--- config.mk ---
export PLATFORM = sky130hd
export DESIGN_NAME = trace_ring_ctrl
export DESIGN_NICKNAME = d
export VERILOG_FILES = /design/src/rtl/trace_ring_ctrl.sv
export SDC_FILE = /design/constraint.sdc
export NUM_CORES = 1
export LEC_CHECK = 0
export ABC_CLOCK_PERIOD_IN_PS = 2400
export BUFFER_PORTS_ARGS = -buffer_cell sky130_fd_sc_hd__buf_2
export CAP_MARGIN = 0
export CORE_ASPECT_RATIO = 2
export CORE_UTILIZATION = 40
export CTS_CLUSTER_SIZE = 20
export DETAILED_ROUTE_END_ITERATION = 12
export HOLD_SLACK_MARGIN = 0.03
export PLACE_DENSITY = 0.72
export SLEW_MARGIN = 25
export SYNTH_ARGS = -nofsm -noshare
export SYNTH_HDL_FRONTEND = slang
export SYNTH_SLANG_ARGS = --single-unit
--- constraint.sdc ---
create_clock -name clk -period 2.4 [get_ports clk]
set_input_delay 0.48 -clock clk [delete_from_list [all_inputs] [get_ports clk]]
set_output_delay 0.48 -clock clk [all_outputs]
set_load 0.02 [all_outputs]
--- src/rtl/trace_ring_ctrl.sv ---
module trace_ring_ctrl #(
  parameter int AW = 32,
  parameter int DW = 64
) (
  input  logic          clk,
  input  logic          rst_n,
  input  logic          ctl_wr,
  input  logic [31:0]   ctl_wdata,
  output logic [31:0]   ctl_rdata,
  input  logic          pos_wr,
  input  logic [31:0]   pos_wdata,
  output logic [31:0]   pos_rdata,
  input  logic          trig_start,
  input  logic          trig_stop,
  input  logic          dbg_en,
  output logic          dbg_halt,
  input  logic          pkt_valid,
  input  logic [DW-1:0] pkt_data,
  output logic          pkt_ready,
  output logic          ram_we,
  output logic [AW-1:0] ram_addr,
  output logic [DW-1:0] ram_wdata,
  input  logic          ram_ready
);
  localparam int PW = AW - 3;
  localparam logic [4:0] MAXM = 5'(AW - 4);

  logic [4:0]    size_f;
  logic          start_en, stop_en, halt_b, en;
  logic [PW-1:0] ptr;
  logic          wrap;

  logic [4:0]    m_eff;
  logic [PW:0]   span;
  logic [PW-1:0] lowmask, ptr_inc, ptr_nxt;
  logic          carry, acc, do_stop, do_start;

  assign m_eff   = (size_f > MAXM) ? MAXM : size_f;
  assign span    = ({{PW{1'b0}}, 1'b1} << ({1'b0, m_eff} + 6'd1)) - 1'b1;
  assign lowmask = span[PW-1:0];
  assign ptr_inc = ptr + 1'b1;
  assign ptr_nxt = (ptr & ~lowmask) | (ptr_inc & lowmask);
  assign carry   = (ptr & lowmask) == lowmask;

  assign pkt_ready = en && (!ram_we || ram_ready);
  assign acc       = pkt_valid && pkt_ready;
  assign do_stop   = stop_en && trig_stop;
  assign do_start  = start_en && trig_start;

  always_ff @(posedge clk) begin
    if (!rst_n) begin
      size_f   <= '0;
      start_en <= 1'b0;
      stop_en  <= 1'b0;
      halt_b   <= 1'b0;
      en       <= 1'b0;
    end else begin
      if (ctl_wr) begin
        size_f   <= ctl_wdata[4:0];
        start_en <= ctl_wdata[5];
        stop_en  <= ctl_wdata[6];
        halt_b   <= ctl_wdata[9];
      end
      if (do_stop)       en <= 1'b0;
      else if (do_start) en <= 1'b1;
      else if (ctl_wr)   en <= ctl_wdata[31];
    end
  end

  always_ff @(posedge clk) begin
    if (!rst_n) begin
      ptr  <= '0;
      wrap <= 1'b0;
    end else if (pos_wr) begin
      ptr  <= pos_wdata[AW-1:3];
      wrap <= pos_wdata[0];
    end else if (acc) begin
      ptr  <= ptr_nxt;
      if (carry) wrap <= 1'b1;
    end
  end

  always_ff @(posedge clk) begin
    if (!rst_n) begin
      ram_we    <= 1'b0;
      ram_addr  <= '0;
      ram_wdata <= '0;
    end else if (acc) begin
      ram_we    <= 1'b1;
      ram_addr  <= {ptr, 3'b000};
      ram_wdata <= pkt_data;
    end else if (ram_ready) begin
      ram_we    <= 1'b0;
    end
  end

  assign ctl_rdata = {en, 21'd0, halt_b, 2'b00, stop_en, start_en, size_f};
  assign pos_rdata = 32'({ptr, 2'b00, wrap});
  assign dbg_halt  = halt_b & dbg_en;

  AST_ADDR_ALIGNED: assert property (@(posedge clk) disable iff (!rst_n)
    ram_we |-> ram_addr[2:0] == 3'b000);

  AST_UPPER_KEPT: assert property (@(posedge clk) disable iff (!rst_n)
    (acc && !pos_wr && !ctl_wr) |=> (((ptr ^ $past(ptr)) & ~$past(lowmask)) == '0));

  AST_WRAP_STICKY: assert property (@(posedge clk) disable iff (!rst_n)
    (wrap && !pos_wr) |=> wrap);

  AST_START_SETS: assert property (@(posedge clk) disable iff (!rst_n)
    (do_start && !do_stop) |=> en);

  AST_STOP_CLEARS: assert property (@(posedge clk) disable iff (!rst_n)
    do_stop |=> !en && !pkt_ready);

  AST_STALL_HOLDS: assert property (@(posedge clk) disable iff (!rst_n)
    (ram_we && !ram_ready) |=> ram_we && $stable(ram_addr) && $stable(ram_wdata));

  AST_HALT_GATED: assert property (@(posedge clk) disable iff (!rst_n)
    (dbg_halt |-> dbg_en) and (!dbg_en |-> !dbg_halt));
endmodule

Word-level counts from Yosys, hierarchy flattened
Cells that the tools add are included.
{"block": "totals", "register_bits": 133, "inputBits": 137, "output_inout_bits": 163, "wordCells": 45}
{"block": "classes", "addsub": 3, "order_cmp": 1, "n_eq_ne": 1, "shift": 1, "muxes": 10, "n_bitwise": 7, "reduce_logical": 12}
{"cell": "29-bit AND", "count": 3}
{"cell": "29-bit 2-to-1 mux", "count": 2}
{"cell": "29-bit by 1-bit adder with 29-bit output (second input constant)", "count": 1}
{"cell": "29-bit == test", "count": 1}
{"cell": "29-bit NOT", "count": 1}
{"cell": "29-bit bitwise OR", "count": 1}
{"cell": "1-bit by 6-bit left shift with 29-bit output (first input constant)", "count": 1}
{"cell": "29-bit by 1-bit subtractor with 29-bit output (second input constant)", "count": 1}
{"cell": "2-bit nonzero test", "count": 4}
{"cell": "1-bit 2-to-1 mux", "count": 7}
{"cell": "5-bit by 1-bit adder with 6-bit output (second input constant)", "count": 1}
{"cell": "5-bit greater-than comparator (second input constant)", "count": 1}
{"cell": "5-bit 2-to-1 mux", "count": 1}
{"cell": "1-bit logical AND", "count": 4}
{"cell": "2-bit AND reduction", "count": 1}
{"cell": "2-bit OR reduction", "count": 1}
{"cell": "1-bit AND", "count": 1}
{"cell": "1-bit logical NOT", "count": 1}
{"cell": "1-bit logical OR", "count": 1}
{"cell": "1-bit NOT", "count": 1}

Logic depth before layout (Yosys ltp)
Gate-level depths: netlist (run 1).
{"block": "logic_depth", "word_depth": 10, "ltp_mapped": 12, "ltp_nobuf": 9}

Worst setup path before layout (run 1)
OpenSTA, ideal clock, no wires.
{"block": "synth_path", "kind": "flip-flop to flip-flop", "from": "register size_f[0]", "to": "register wrap", "setup_time_ns": 0.087, "arrival_time_ns": 2.529, "path_slack_ns": -0.216, "stages_incl_launch_ff": 10, "n_path_buf": 1, "synth_period_minus_slack_ns": 2.616, "cell_sequence": "dfxtp_1 buf_2 nor4_2 nand2_1 ha_1 o22ai_1 or4_1 nor4_1 nand4_1 o31ai_1"}
{"block": "synth_between", "elab_chain_len": 9}
{"item": "start: declaration", "line_no": "28", "rtl": "logic [4:0] size_f;"}
{"item": "start signal: assignment", "line_no": "59", "rtl": "size_f <= ctl_wdata[4:0];"}
{"item": "5-bit greater-than comparator", "line_no": "38", "rtl": "assign m_eff = (size_f > MAXM) ? MAXM : size_f;"}
{"item": "5-bit 2-to-1 mux (*)", "line_no": "38"}
{"item": "5-bit by 1-bit adder with 6-bit output (*)", "line_no": "39", "rtl": "assign span = ({{PW{1'b0}}, 1'b1} << ({1'b0, m_eff} + 6'd1)) - 1'b1;"}
{"item": "1-bit by 6-bit left shift with 29-bit output (*)", "line_no": "39"}
{"item": "29-bit by 1-bit subtractor with 29-bit output (*)", "line_no": "39"}
{"item": "29-bit AND", "line_no": "43", "rtl": "assign carry = (ptr & lowmask) == lowmask;"}
{"item": "29-bit == test (*)", "line_no": "43"}
{"item": "2-bit nonzero test (no line) (*)"}
{"item": "2-bit AND reduction (no line) (*)"}
{"item": "end signal: assignment", "line_no": "76", "rtl": "wrap <= pos_wdata[0];"}
{"item": "end: declaration", "line_no": "31", "rtl": "logic wrap;"}
Mark *: on every way between the ends. The rest lies on a longest branch, timed or not.
A chain may end at the register's enable or synchronous reset.

Worst setup path after layout (run 1)
{"block": "layout_path", "from": "register size_f[1]", "to": "register wrap"}
Same word-level chain as after synthesis.

==> results of run 1 <==
## through the flow
stage,setup slack [ns],utilization,std cells
finish,0.1250,0.5372,1296
global route,0.01360,0.5372,1296
floorplan,0.008288,-,865
detailed placement,0.003124,0.5000,1264
CTS,0.02477,0.5360,1296
global placement,-0.007600,0.5000,1264
## cell families after synthesis
kind of cell / share of synthesized area
adder cells (fa/ha/maj): 0.005605
multiplexers: 0.02260
AND/OR/NAND/NOR: 0.2472
buffers and inverters: 0.08238
XOR/XNOR: 0.03400
flip-flops: 0.3975
AO/OA/AOI/OAI: 0.2096
other: 0.001121
## path summary, 6_finish.rpt
path                                    start      endpoint  slack [ns]  cells after the start
worst max-delay path                size_f[1]          wrap        0.12                      9
worst min-delay path            pos_wdata[10]          flop        0.28                      2
worst max register to register      size_f[1]          wrap        0.12                      9
worst min register to register   ram_wdata[0]  ram_wdata[0]        0.46                      2
## power by group through the flow
| stage | clock (mW) | combinational, mW | sequential, mW |
|---|---|---|---|
| 4_1_cts | 2.65 | 0.943 | 2.37 |
| 5_1_grt | 2.76 | 1.03 | 2.38 |
| 3_5_place_dp | 0 | 0.938 | 2.42 |
| 2_1_floorplan | 0 | 0.493 | 2.51 |
| 3_3_place_gp | 0 | 0.931 | 2.41 |
| 6_report | 2.60 | 0.947 | 2.37 |
## cell type report
cell class	count	area (um^2)
multi-input cells	626	3643
flip-flops and latches	133	2666
clock buffers	19	432.9
clock inverters	13	148.9
well taps	204	255.2
fillers	1618	7567
repair buffers	295	1614
inverters	6	22.52
## cells in the final DEF (no fill, tap or decap), types with 13 or more instances in the layout
master       n
xnor2_1     13
mux2i_1     14
o21ai_0     19
conb_1      30
buf_2      245
nand2_1    220
nor3_1      14
buf_4       49
a21boi_0    94
a21oi_1     26
xor2_1      13
nor2_1      18
dfxtp_1    130
clkbuf_16   17
## critical path, stage by stage, from the launching register on
cell and delay, ns:
dfxtp_2 0.33, nor4_4 0.30, nand2_2 0.13, ha_4 0.23, o21a_1 0.13, o21ai_1 0.19
nor2_1 0.08, a2111oi_1 0.40, nand4_1 0.18, o31ai_1 0.24
## metal layers
layer | GRT usage | wire length (um) | part of all wire
met5 | 0 | 0 | 0
met1 | 0.2566 | 7825 | 0.36
met2 | 0.4650 | 11620 | 0.53
met3 | 0.05419 | 1319 | 0.060
met4 | 0.1502 | 1096 | 0.050
==> run summary, run 1 <==
Post-CTS Hold Buffers: 0
Final Slew Violations: 0
status: finished clean
io pins: 300
clock sinks: 133
post-CTS sizing: 1
Peak VDD IR: 0.4922 mV
clock power share: 0.439
Net Sw Frac: 0.2878
mean routed wirelength per cell: 16.87 um
Seq pwr share: 0.400
Routed WL: 21870 um
pwr dens: 673.2 mW/mm^2
synthesis-to-layout area growth: 31.14%
first-pass GRT wire length: 33260 um
HPWL Detailed: 16130 um
Worst Tran Pin Value: 0.6165 ns
clock root buffer: clkbuf_16
WS Path Type: reg2reg
cts bufs inserted: 17
starting density of the core: 0.4096
Post-synth top cells: 221 x nand2_1, 133 x dfxtp_1, 94 x a21boi_0
syn_area_per_cell: 8.002 um^2
Slew headroom: 0.5890
Yosys top cell area share: 0.3975
count leader, synth: nand2_1
die width: 93.50 um
Worst-path clk slew: 0.06 ns
Clock Skew: 0.008623 ns
share of cells above drive strength 1: 0.3123
Switching Power: 1.701 mW
initial antenna violation count: 0
synth unique cells: 64
Die Span Y: 185 um
final setup vio count: 0
Vias: 6711
CTS tree: done
worst skew pair latency: 0.42 ns
Tmin final: 2.275 ns
number of iterations in the first detailed-routing pass: 5
htree depth: 4
Die Footprint: 0.01730 mm^2
DR vias/cell: 5.178
total power: 5.913 mW
asr flop ratio synth: 0
Mapped Cells: 837
cell area after layout: 0.008783 mm^2
GR Overflow Total: 0
core area: 0.01635 mm^2
Sum Neg Setup Slack: 0 ns
hold_ws: 0.2770 ns
Final period util: 0.9479
Placed Area: 0.008175 mm^2
crit path max fanout: 11
cell area after synthesis: 0.006698 mm^2
yosys warns: 0
P_leak: 3.957 nW
std cell rows: 66
DR DRC count: 0
synthesized flop and latch total: 133
Initial DRC Count: 298
dominant cell type by area after synthesis: dfxtp_1
Post-CTS Setup Bufs: 0
Worst Path Required: 2.74 ns
number of global-route vias before repair: 6371
Global Route Usage Sum: 0.2531
Final ANT Viol Nets: 0
main flop type after synthesis: dfxtp_1
CP Launch Type: flop
RSZ-0062 raised after global routing: false
MaxCap Viol Count: 0
Synth area leaders: dfxtp_1 40%, nand2_1 12%, a21boi_0 11%
fmax: 0.4396 GHz
Max Root-Sink Buffers: 2
Logic pwr share: 0.160
EDFF count, synth: 0
GP Congestion: 0.9442
Antenna Cells: 0
critical path arrival: 2.61 ns
PortBufs: 246
Internal: 4.211 mW
CP Capture Type: flop
HP Class: in2reg
largest net degree at the start of global routing: 134
final hold vios: 0
Seq/Total Area, Yosys: 0.3975
nets@finish: 1219
No activity file was read; power rests on OpenSTA's default activity.
==> run 2: changes to the inputs <==
==> constraint.sdc (replaced) <==
create_clock -name clk -period 2.4 [get_ports clk]
set_input_delay 0.36 -clock clk [delete_from_list [all_inputs] [get_ports clk]]
set_output_delay 0.36 -clock clk [all_outputs]
set_load 0.02 [all_outputs]
==> run 2 against run 1 <==
  * Sequential share of layout area fell by 0.12 points
  * Die area did not move
  * Critical path depth increased by 2
  * Clock power shrank 9.6%
  * Highest routed layer is now met5
  * Maximum frequency shrank 3.5%
  * Largest cell class unchanged
  * Global-route usage grew 0.18 points
  * Count of clock-buffer cells in the layout is 1 lower
  * Sequential power is essentially flat
  * Worst setup slack lost 0.081 ns
  * Design area grew 0.41%
  * Combinational power is 2.2% higher
==> run summary, run 2 (same netlist as run 1, synthesis figures left out) <==
most frequent cells in the layout: 245 x buf_2, 220 x nand2_1, 130 x dfxtp_1, 94 x a21boi_0, 50 x buf_4
share of cells above drive strength 1: 0.3236
Reg-to-Reg Start: size_f[2]
Vias: 6669
Final Slew Violations: 0
commonest non-fill, non-tap cell in the layout: buf_2
Global Route Usage Sum: 0.2549
Fillers: 1631
Seq pwr share: 0.416
CP Launch Type: flop
Internal: 3.998 mW
HPWL Detailed: 16140 um
Clock Skew: 0.008478 ns
total power: 5.684 mW
PortBufs: 246
DR DRC count: 0
largest net degree at the start of global routing: 134
core area: 0.01635 mm^2
DR vias/cell: 5.138
clock power share: 0.414
number of iterations in the first detailed-routing pass: 4
P_leak: 3.947 nW
critical path arrival: 2.65 ns
number of global-route vias before repair: 6266
Placed Area: 0.008190 mm^2
status: finished clean
Final period util: 0.9818
Final ANT Viol Nets: 0
met3 wire len: 1225 um
Routed WL: 21970 um
initial antenna violation count: 1
Sum Neg Setup Slack: 0 ns
fmax: 0.4244 GHz
area of the multi-input gates: 0.003702 mm^2
HP Class: in2reg
io pins: 300
Logic pwr share: 0.170
first-pass GRT wire length: 33310 um
Critical Path Source: size_f[2]
htree depth: 4
nets@finish: 1222
GP Congestion: 0.9981
mean routed wirelength per cell: 16.93 um
Slew headroom: 0.5904
Net Sw Frac: 0.2967
std cell rows: 66
Worst-path clk slew: 0.06 ns
Switching Power: 1.686 mW
pwr dens: 644.5 mW/mm^2
MaxCap Viol Count: 0
max layer used: met5
Max Root-Sink Buffers: 2
cts bufs inserted: 17
CTS tree: done
die width: 93.50 um
RSZ-0062 raised after global routing: true
Die Span Y: 185 um
CP Capture Type: flop
worst skew pair latency: 0.42 ns
final hold vios: 0
crit path max fanout: 8
met2 wire len: 11570 um
clock root buffer: clkbuf_16
final core occ: 0.5394
synthesis-to-layout area growth: 31.68%
Initial DRC Count: 208
Tmin final: 2.356 ns
wl on met1: 7926 um
final setup vio count: 0
clock sinks: 133
cell area after layout: 0.008820 mm^2
Worst Tran Pin Value: 0.5988 ns
Antenna Cells: 0
Die Footprint: 0.01730 mm^2
hold_ws: 0.1585 ns
GR Overflow Total: 0
register area: 0.002666 mm^2
Worst Path Required: 2.70 ns
starting density of the core: 0.4096
WS Path Type: reg2reg
Peak VDD IR: 0.5023 mV
hold path start: pos_wdata[10]
-- run 2: cell types whose count changed in the layout (fill, tap and decap cells not counted), moves of 2 or more --
cell        change
bufinv_16       -2
o21ai_1         -3
clkinvlp_4      +3
buf_6           +2
o21ai_2         +3
-- run 2: cell type report --
| type | instances | share of cell area |
|---|---|---|
| multi-input combinational | 626 | 0.4198 |
| inverter | 6 | 0.002554 |
| clock inverter | 13 | 0.01135 |
| timing repair buffer | 298 | 0.1864 |
| clock buffer | 18 | 0.04866 |
| sequential | 133 | 0.3023 |
| tap | 204 | 0.02894 |
-- run 2: worst paths after layout --
path | endpoint | slack, ns | depth (start not counted)
worst min-delay path | flop | 0.16 | 2
worst max register to register | flop | 0.04 | 11
worst min register to register | ram_wdata[0] | 0.46 | 2
worst max-delay path | flop | 0.04 | 11
-- run 2: power by group through the flow --
stage | registers (mW) | logic [mW] | clock network (mW)
floorplan | 2.51 | 0.493 | 0
detailed placement | 2.41 | 0.941 | 0
global route | 2.38 | 1.05 | 2.51
global placement | 2.41 | 0.936 | 0
CTS | 2.37 | 0.944 | 2.42
finish | 2.37 | 0.968 | 2.35
-- run 2: timing repair --
action                     in CTS  in global routing
buffers inserted                0                  1
pin swaps                       0                 14
hold buffers                    0                  0
gates resized for setup         1                 19
setup endpoints to repair       1                  7
-- run 2: routing by layer --
metal  up-vias  track usage
met3        69      0.05542
met1      3065       0.2629
met4         2       0.1612
met2       257       0.4576
met5         -            0
li1       3276            -
-- run 2: critical path, stage by stage, from the launching register on --
cell     delay (ns)
dfxtp_2        0.33
nor4_4         0.31
nand2_2        0.13
ha_4           0.20
buf_6          0.14
nor2b_4        0.11
buf_6          0.11
a31oi_4        0.07
o31a_1         0.33
nor4_2         0.26
xnor2_1        0.16
a21oi_1        0.09
-- run 2: per-stage QoR --
step                worst slack (ns)  cells
global placement             0.03455   1266
finish                       0.04364   1298
detailed placement           0.01237   1266
global route                -0.05823   1298
CTS                         0.005011   1297
floorplan                   0.008288    865
==> run 3: changes to the inputs <==
==> constraint.sdc (replaced) <==
create_clock -name clk -period 2.4 [get_ports clk]
set_input_delay 0.36 -clock clk [delete_from_list [all_inputs] [get_ports clk]]
set_output_delay 0.36 -clock clk [all_outputs]
set_load 0.01 [all_outputs]
==> run 3 against run 2 <==
  * Count of clock-buffer cells in the layout stayed put
  * Global-route usage shrank 0.42 points
  * Non-clock buffer count increased by 1
  * Sequential share of layout area decreased by 0.22 points
  * Design area is 0.65% higher
  * First-iteration DRC count rose by 72%
  * Register-to-register slack gained 0.04 ns
  * Worst hold slack gained 0.0050 ns
  * Critical path type unchanged
  * Worst setup slack gained 0.035 ns
  * Clock skew is 0.00065 ns higher
  * Utilization rose by 0.35 points
  * Flip-flop and latch count unchanged
==> run summary, run 3 (same netlist as run 1, synthesis figures left out) <==
status: finished clean
Worst Tran Pin Value: 0.6113 ns
number of global-route vias before repair: 6357
final setup vio count: 0
Critical Path Source: size_f[3]
share of cells above drive strength 1: 0.3203
MaxCap Viol Count: 0
starting density of the core: 0.4096
CTS tree: done
number of iterations in the first detailed-routing pass: 5
largest net degree at the start of global routing: 134
HP Class: in2reg
htree depth: 4
io pins: 300
CP endpoint: wrap
r2r setup slk: 0.08 ns
Final Slew Violations: 0
Reg-to-Reg Start: size_f[3]
CP Launch Type: flop
Die Footprint: 0.01730 mm^2
fin cells: 1301
die width: 93.50 um
Final period util: 0.9671
RSZ-0062 raised after global routing: true
synthesis-to-layout area growth: 32.54%
Die Span Y: 185 um
Seq pwr share: 0.401
Final ANT Viol Nets: 0
Routed WL: 21850 um
mean routed wirelength per cell: 16.79 um
Post-CTS Hold Buffers: 0
P_leak: 3.993 nW
Fillers: 1644
Tmin final: 2.321 ns
worst skew pair latency: 0.42 ns
CP Capture Type: flop
Clock Skew: 0.009127 ns
GP Congestion: 0.9701
pwr dens: 664.0 mW/mm^2
clock sinks: 133
WS Path Type: reg2reg
std cell rows: 66
PortBufs: 246
clock power share: 0.449
most frequent cells in the layout: 245 x buf_2, 220 x nand2_1, 132 x dfxtp_1, 94 x a21boi_0, 52 x buf_4
core area: 0.01635 mm^2
R2R cell count: 8
Internal: 4.238 mW
clock root buffer: clkbuf_16
final hold vios: 0
GR Overflow Total: 0
DR vias/cell: 5.214
Initial DRC Count: 358
Global Route Usage Sum: 0.2507
Vias: 6783
total power: 5.894 mW
crit path max fanout: 2
Worst-path clk slew: 0.06 ns
Logic pwr share: 0.150
Worst Path Required: 2.73 ns
initial antenna violation count: 1
first-pass GRT wire length: 32980 um
DR DRC count: 0
HPWL Detailed: 16150 um
commonest non-fill, non-tap cell in the layout: buf_2
cts bufs inserted: 17
Peak VDD IR: 0.5586 mV
Max Root-Sink Buffers: 2
critical path arrival: 2.65 ns
nets@finish: 1223
Slew headroom: 0.5819
Post-Place Cells: 1268
fmax: 0.4309 GHz
Reg-to-Reg End: wrap
Switching Power: 1.657 mW
Net Sw Frac: 0.2811
## run 3: timing repair
action                                  in CTS  in global routing
pin swaps                                    0                  7
buffers inserted                             0                  0
resized for setup                            1                 13
gates cloned                                 0                  0
endpoints found under the setup margin       1                  6
## run 3: worst min-delay path by stage
stage | depth (start not counted) | slack (ns) | to | from
detailed placement | 2 | 0.45 | ram_wdata[12] | ram_wdata[12]
global placement | 2 | 0.45 | ram_addr[23] | ram_addr[23]
floorplan | 2 | 0.44 | en | start_en
global route | 2 | 0.16 | flop | pos_wdata[10]
finish | 2 | 0.16 | flop | pos_wdata[10]
CTS | 2 | 0.15 | flop | pos_wdata[10]
## run 3: final cells by class
cell class | count | area [um^2] | share of cell area
timing repair buffer | 299 | 1657 | 0.1866
multi-input combinational | 626 | 3681 | 0.4147
clock buffer | 18 | 429.2 | 0.04834
clock inverter | 14 | 166.4 | 0.01875
inverter | 6 | 22.52 | 0.002537
antenna | 1 | 2.502 | 0.0002819
sequential | 133 | 2664 | 0.3001
tap | 204 | 255.2 | 0.02875
## run 3: power by group through the flow
stage / clock, mW / combinational (mW) / sequential, mW
floorplan: 0 / 0.467 / 2.45
CTS: 2.69 / 0.863 / 2.36
global placement: 0 / 0.852 / 2.41
global route: 2.78 / 0.965 / 2.37
finish: 2.65 / 0.885 / 2.36
detailed placement: 0 / 0.859 / 2.41
## run 3: per-stage QoR
step           setup slack [ns]    util  TNS (ns)  hold WS (ns)  area [um^2]
6_report                0.07908  0.5429         0        0.1636         8877
5_1_grt                -0.09903  0.5429  -0.09903        0.1610         8877
4_1_cts                0.005393  0.5389         0        0.1518         8811
3_5_place_dp           0.002276  0.5024         0        0.4535         8214
3_3_place_gp           -0.03252  0.5024  -0.03252        0.4463         8214
2_1_floorplan          0.005023       -         0        0.4402         6815
## run 3: routing by layer
| metal | up-vias | track usage | share of wire |
|---|---|---|---|
| li1 | 3286 | - | - |
| met1 | 3151 | 0.2612 | 0.37 |
| met2 | 285 | 0.4509 | 0.52 |
| met3 | 61 | 0.05911 | 0.058 |
| met4 | 0 | 0.1434 | 0.051 |
| met5 | - | 0 | 0 |
## run 3: critical path, cell delays in order, from the launching register on
cell and delay (ns):
dfxtp_2 0.33, nor4_4 0.31, nand2_2 0.13, ha_4 0.30, o22ai_2 0.05, or4_4 0.51, nor4_4 0.21, nand4_1 0.16
o31ai_1 0.24
